<file path="src/rtl/simd_rti_seq.sv">
module simd_rti_seq #(
  parameter int AW = 16,
  parameter int NINT = 16,
  parameter int IW = $clog2(NINT),
  parameter int PCD = 30,
  parameter int STD = 15,
  parameter logic [NINT-1:0] STS_MASK = 16'h00F0
) (
  input  logic            clk,
  input  logic            rst_n,
  input  logic            ent_valid,
  input  logic [IW-1:0]   ent_num,
  input  logic            rti_valid,
  input  logic            simd_en,
  input  logic            cond_x,
  input  logic            cond_y,
  input  logic [AW-1:0]   pc_top,
  output logic            br_req,
  output logic [AW-1:0]   br_target,
  output logic            pc_pop,
  output logic            sts_pop,
  output logic [NINT-1:0] imaskp,
  output logic            pc_uflow
);
  localparam int PCW = $clog2(PCD + 1);
  localparam int STW = $clog2(STD + 1);

  logic [PCW-1:0]  pc_cnt;
  logic [STW-1:0]  st_cnt;
  logic            svc_hit;
  logic [IW-1:0]   svc_idx;

  always_comb begin
    svc_hit = 1'b0;
    svc_idx = '0;
    for (int i = NINT - 1; i >= 0; i--) begin
      if (imaskp[i]) begin
        svc_hit = 1'b1;
        svc_idx = IW'(i);
      end
    end
  end

  wire take      = simd_en ? (cond_x & cond_y) : cond_x;
  wire fire      = rti_valid & take;
  wire pc_empty  = (pc_cnt == '0);
  wire pc_full   = (pc_cnt == PCW'(PCD));
  wire st_empty  = (st_cnt == '0);
  wire st_full   = (st_cnt == STW'(STD));
  wire do_pcpop  = fire & ~pc_empty;
  wire do_stpop  = fire & svc_hit & STS_MASK[svc_idx] & ~st_empty;
  wire pc_inc    = ent_valid & (~pc_full | do_pcpop);
  wire st_inc    = ent_valid & STS_MASK[ent_num] & (~st_full | do_stpop);

  wire [NINT-1:0] one     = {{(NINT-1){1'b0}}, 1'b1};
  wire [NINT-1:0] clr_vec = (fire & svc_hit) ? (one << svc_idx) : '0;
  wire [NINT-1:0] set_vec = ent_valid ? (one << ent_num) : '0;

  always_ff @(posedge clk) begin
    if (!rst_n) begin
      pc_cnt    <= '0;
      st_cnt    <= '0;
      imaskp    <= '0;
      br_req    <= 1'b0;
      br_target <= '0;
      pc_pop    <= 1'b0;
      sts_pop   <= 1'b0;
      pc_uflow  <= 1'b0;
    end else begin
      pc_cnt   <= pc_cnt + PCW'(pc_inc) - PCW'(do_pcpop);
      st_cnt   <= st_cnt + STW'(st_inc) - STW'(do_stpop);
      imaskp   <= (imaskp & ~clr_vec) | set_vec;
      br_req   <= fire;
      pc_pop   <= do_pcpop;
      sts_pop  <= do_stpop;
      pc_uflow <= pc_uflow | (fire & pc_empty);
      if (fire) br_target <= pc_top;
    end
  end
endmodule

</file>
<file path="config.mk">
export PLATFORM = sky130hd
export DESIGN_NAME = simd_rti_seq
export DESIGN_NICKNAME = d
export VERILOG_FILES = /design/src/rtl/simd_rti_seq.sv
export SDC_FILE = /design/constraint.sdc
export NUM_CORES = 1
export LEC_CHECK = 0
export ABC_CLOCK_PERIOD_IN_PS = 2690
export BUFFER_PORTS_ARGS = -buffer_cell sky130_fd_sc_hd__buf_2
export CORE_ASPECT_RATIO = 1.5
export CORE_MARGIN = 2
export CORE_UTILIZATION = 46
export CTS_CLUSTER_SIZE = 14
export DETAILED_ROUTE_END_ITERATION = 10
export PLACE_DENSITY = 0.75
export SLEW_MARGIN = 40
export SYNTH_ARGS = -nofsm -noshare
export SYNTH_HDL_FRONTEND = slang
export SYNTH_SLANG_ARGS = --single-unit
</file>
<file path="constraint.sdc">
create_clock -name clk -period 2.69 [get_ports clk]
set_input_delay 0.807 -clock clk [delete_from_list [all_inputs] [get_ports clk]]
set_output_delay 0.807 -clock clk [all_outputs]
set_load 0.1 [all_outputs]
</file>
==> results.md <==
* Status: completed
* Vias at 2,210
* Mux share of post-synthesis cell area at 0%
* RSZ-0062 raised after global routing: false
* Placed Area at 2670 um2
* Inst Count DP at 401
* Vias in the first global route at 2,002
* Layout cells sized above 1 at 29.6%
* Final #Nets at 384
* First-pass GRT wire length at 8580 um
* Gpl congestion at 0.849
* Cell variety after synth at 45
* IO buf count at 62
* Synth Area in Simple Gates at 24.2%
* Leak at 1.21 nW
* # clock sinks at 45
* Number of DRC markers in iteration 0 at 111
* Post-DP HPWL at 4210 um
* Die height at 89.0 um
* Crit path max fanout at 4
* Post-CTS Hold Buffers at 0
* #FFs+latches synth at 45
* Post-Synth XOR/XNOR Area at 1.98%
* Endpoints failing setup at 0
* Max_cap viols at 0
* Main combinational cell family by area after synthesis: simple AND/OR/NAND/NOR gates
* Drt wl/cell at 13.4 um
* Antenna viol nets, final at 0
* Tcrit/Tclk final at 93.3%
* Post-CTS Resized at 0
* DP Worst Slack at -0.159 ns
* CP Launch Type: primary input
* Slew Limit Fails at 0
* Area growth syn-to-layout at 25.5%
* Final Hold Vio Count at 0
* Avg Cell Area, Syn at 8.17 um2
* Fillers at 446
* Most common cell after layout, fill and taps aside: buf_2
* CTS Root Cell: clkbuf_8
* Sequential fraction of the synthesis area at 40.7%
* Skew final at 0.00537 ns
* Critical path required time at 2.86 ns
* Ys async rst share at 0%
* GRT Overall Usage at 20.7%
* Total CTS buffers at 5
* Adder-cell share of the synthesized area at 8.02%
* Post-Synthesis Cells at 271
* Min cycle time layout at 2.51 ns
* Pwr Total at 1.95 mW
* Critical path class: primary input to register
* CTS clock-pin slew for the worst setup and hold paths at 0.09 ns
* Final WS setup at 0.179 ns
* Routed WL at 5490 um
* Syn nets at 311
* Maximum number of pins on one net before global-route repair at 36
* Commonest cells after routing, fill and taps aside: buf_2, nand2_1, dfxtp_1
* Pwr per Cell Area at 702 nW/um2
* Worst-margin pin slew at 0.613 ns
* Main synth FF type: dfxtp_1
* Postcts setup bufs at 0
* Peak supply drop at 0.474 mV
* EDFF count, synth at 0
* CTS tree: built
* I/O pins at 63
* Yosys warns at 0
* Gr ovfl total at 0
* Worst hold path class: register to register
* Standard-cell row count at 30
* Worst slew margin at 59.0%
* Die ar. at 5400 um2
* Vias per inst at 5.40
* Core area at 4580 um2
* Die Width at 60.7 um
* # diodes at 0
* Synth Area in Compound Gates at 20.8%
* DRC errors left at 0
* Worst setup EP type: register
* Post-Syn Area at 2210 um2
* Critical path arrival at 2.69 ns
* Antenna violations before repair at 0
* H-tree depth at 2
* Fmax at 398 MHz
* Fin cells at 409
* Clock Path Buffers at 2
* Worst-skew pair later-pin latency at 0.29 ns
* Final Cell Area at 2780 um2
* Initial core utilization at 48.4%
* Detailed Routing Iterations Pass 1 at 4
-- state kept, by name, summed over array words and instances, names as in the netlist --
signal	flops
pc_uflow	1
st_cnt	4
pc_pop	1
imaskp	16
br_req	1
sts_pop	1
pc_cnt	5
br_target	16
-- area by class of cell --
class / instances / area (um2) / share of cell area (%)
multi-input cells: 203 / 1230 / 44.3
flip-flops and latches: 45 / 911 / 32.8
repair buffers: 75 / 408 / 14.7
clock buffers: 6 / 82.6 / 2.97
well taps: 64 / 80.1 / 2.88
inverters: 14 / 52.6 / 1.89
clock inverters: 2 / 13.8 / 0.495
-- where the power goes --
group / internal, mW / switching [mW] / leakage (nW)
combinational: 0.255 / 0.465 / 0.789
sequential: 0.731 / 0.0644 / 0.371
clock: 0.208 / 0.228 / 0.0512
total: 1.20 / 0.757 / 1.21
-- per-stage QoR --
step           hold WS [ns]  TNS [ns]  utilization [%]
3_5_place_dp          0.447    -0.387             58.3
6_report              0.459         0             60.7
3_3_place_gp          0.440   -0.0539             58.3
5_1_grt               0.474         0             60.7
2_1_floorplan         0.542         0                -
4_1_cts               0.460         0             60.4
-- worst max-delay path, stage by stage --
cell     delay (ns)
buf_2          0.07
and2_1         0.19
nand2_2        0.10
or3_1          0.40
nand2_1        0.09
ha_1           0.17
inv_1          0.06
fa_1           0.39
inv_1          0.07
a21oi_1        0.06
nor2_1         0.11
or3_1          0.12
a21oi_1        0.05
-- metal layers --
layer | share of wire (%) | global-route usage [%]
met5 | 0 | 0
met4 | 2.4 | 10.1
met3 | 3.7 | 3.04
met2 | 57 | 38.6
met1 | 37 | 21.8
-- Yosys cell counts (2+ instances only) --
cell type,instances,area share (%)
nor4b_1,2,0.79
nor4_1,5,1.4
xor2_1,2,0.79
a21o_1,3,1.0
nand3_1,4,0.90
nor3_1,4,0.90
nor2_1,23,3.9
a311oi_1,4,1.6
or3_1,2,0.56
nor2b_1,3,0.85
nand2_1,49,8.3
fa_1,2,1.8
dfxtp_1,45,41
clkbuf_1,8,1.4
inv_1,13,2.2
ha_1,11,6.2
nor3b_1,2,0.68
or2_2,2,0.56
nand2b_1,5,1.4
and2_1,7,2.0
xnor2_1,3,1.2
o31ai_1,2,0.68
a21oi_1,34,7.7
nand4_1,2,0.56
a41o_1,2,0.90
o22a_1,3,1.2
o21ai_0,11,2.5
-- final timing paths --
kind,from,end,slack (ns),cells after the start
setup / recovery,rti_valid,pc_cnt[4]$_SDFF_PN0_,0.18,13
hold / removal,br_target[15]$_SDFFE_PN0P_,br_target[15]$_SDFFE_PN0P_,0.46,2
setup reg to reg,pc_cnt[3]$_SDFF_PN0_,pc_cnt[4]$_SDFF_PN0_,0.26,13
hold reg to reg,br_target[15]$_SDFFE_PN0P_,br_target[15]$_SDFFE_PN0P_,0.46,2
-- kinds of logic after synthesis --
family,Yosys count
AND/OR/NAND/NOR,114
buffers and inverters,23
flip-flops,45
AO/OA/AOI/OAI,71
adder cells (fa/ha/maj),13
XOR/XNOR,5
No activity file was read; power rests on OpenSTA's default activity.
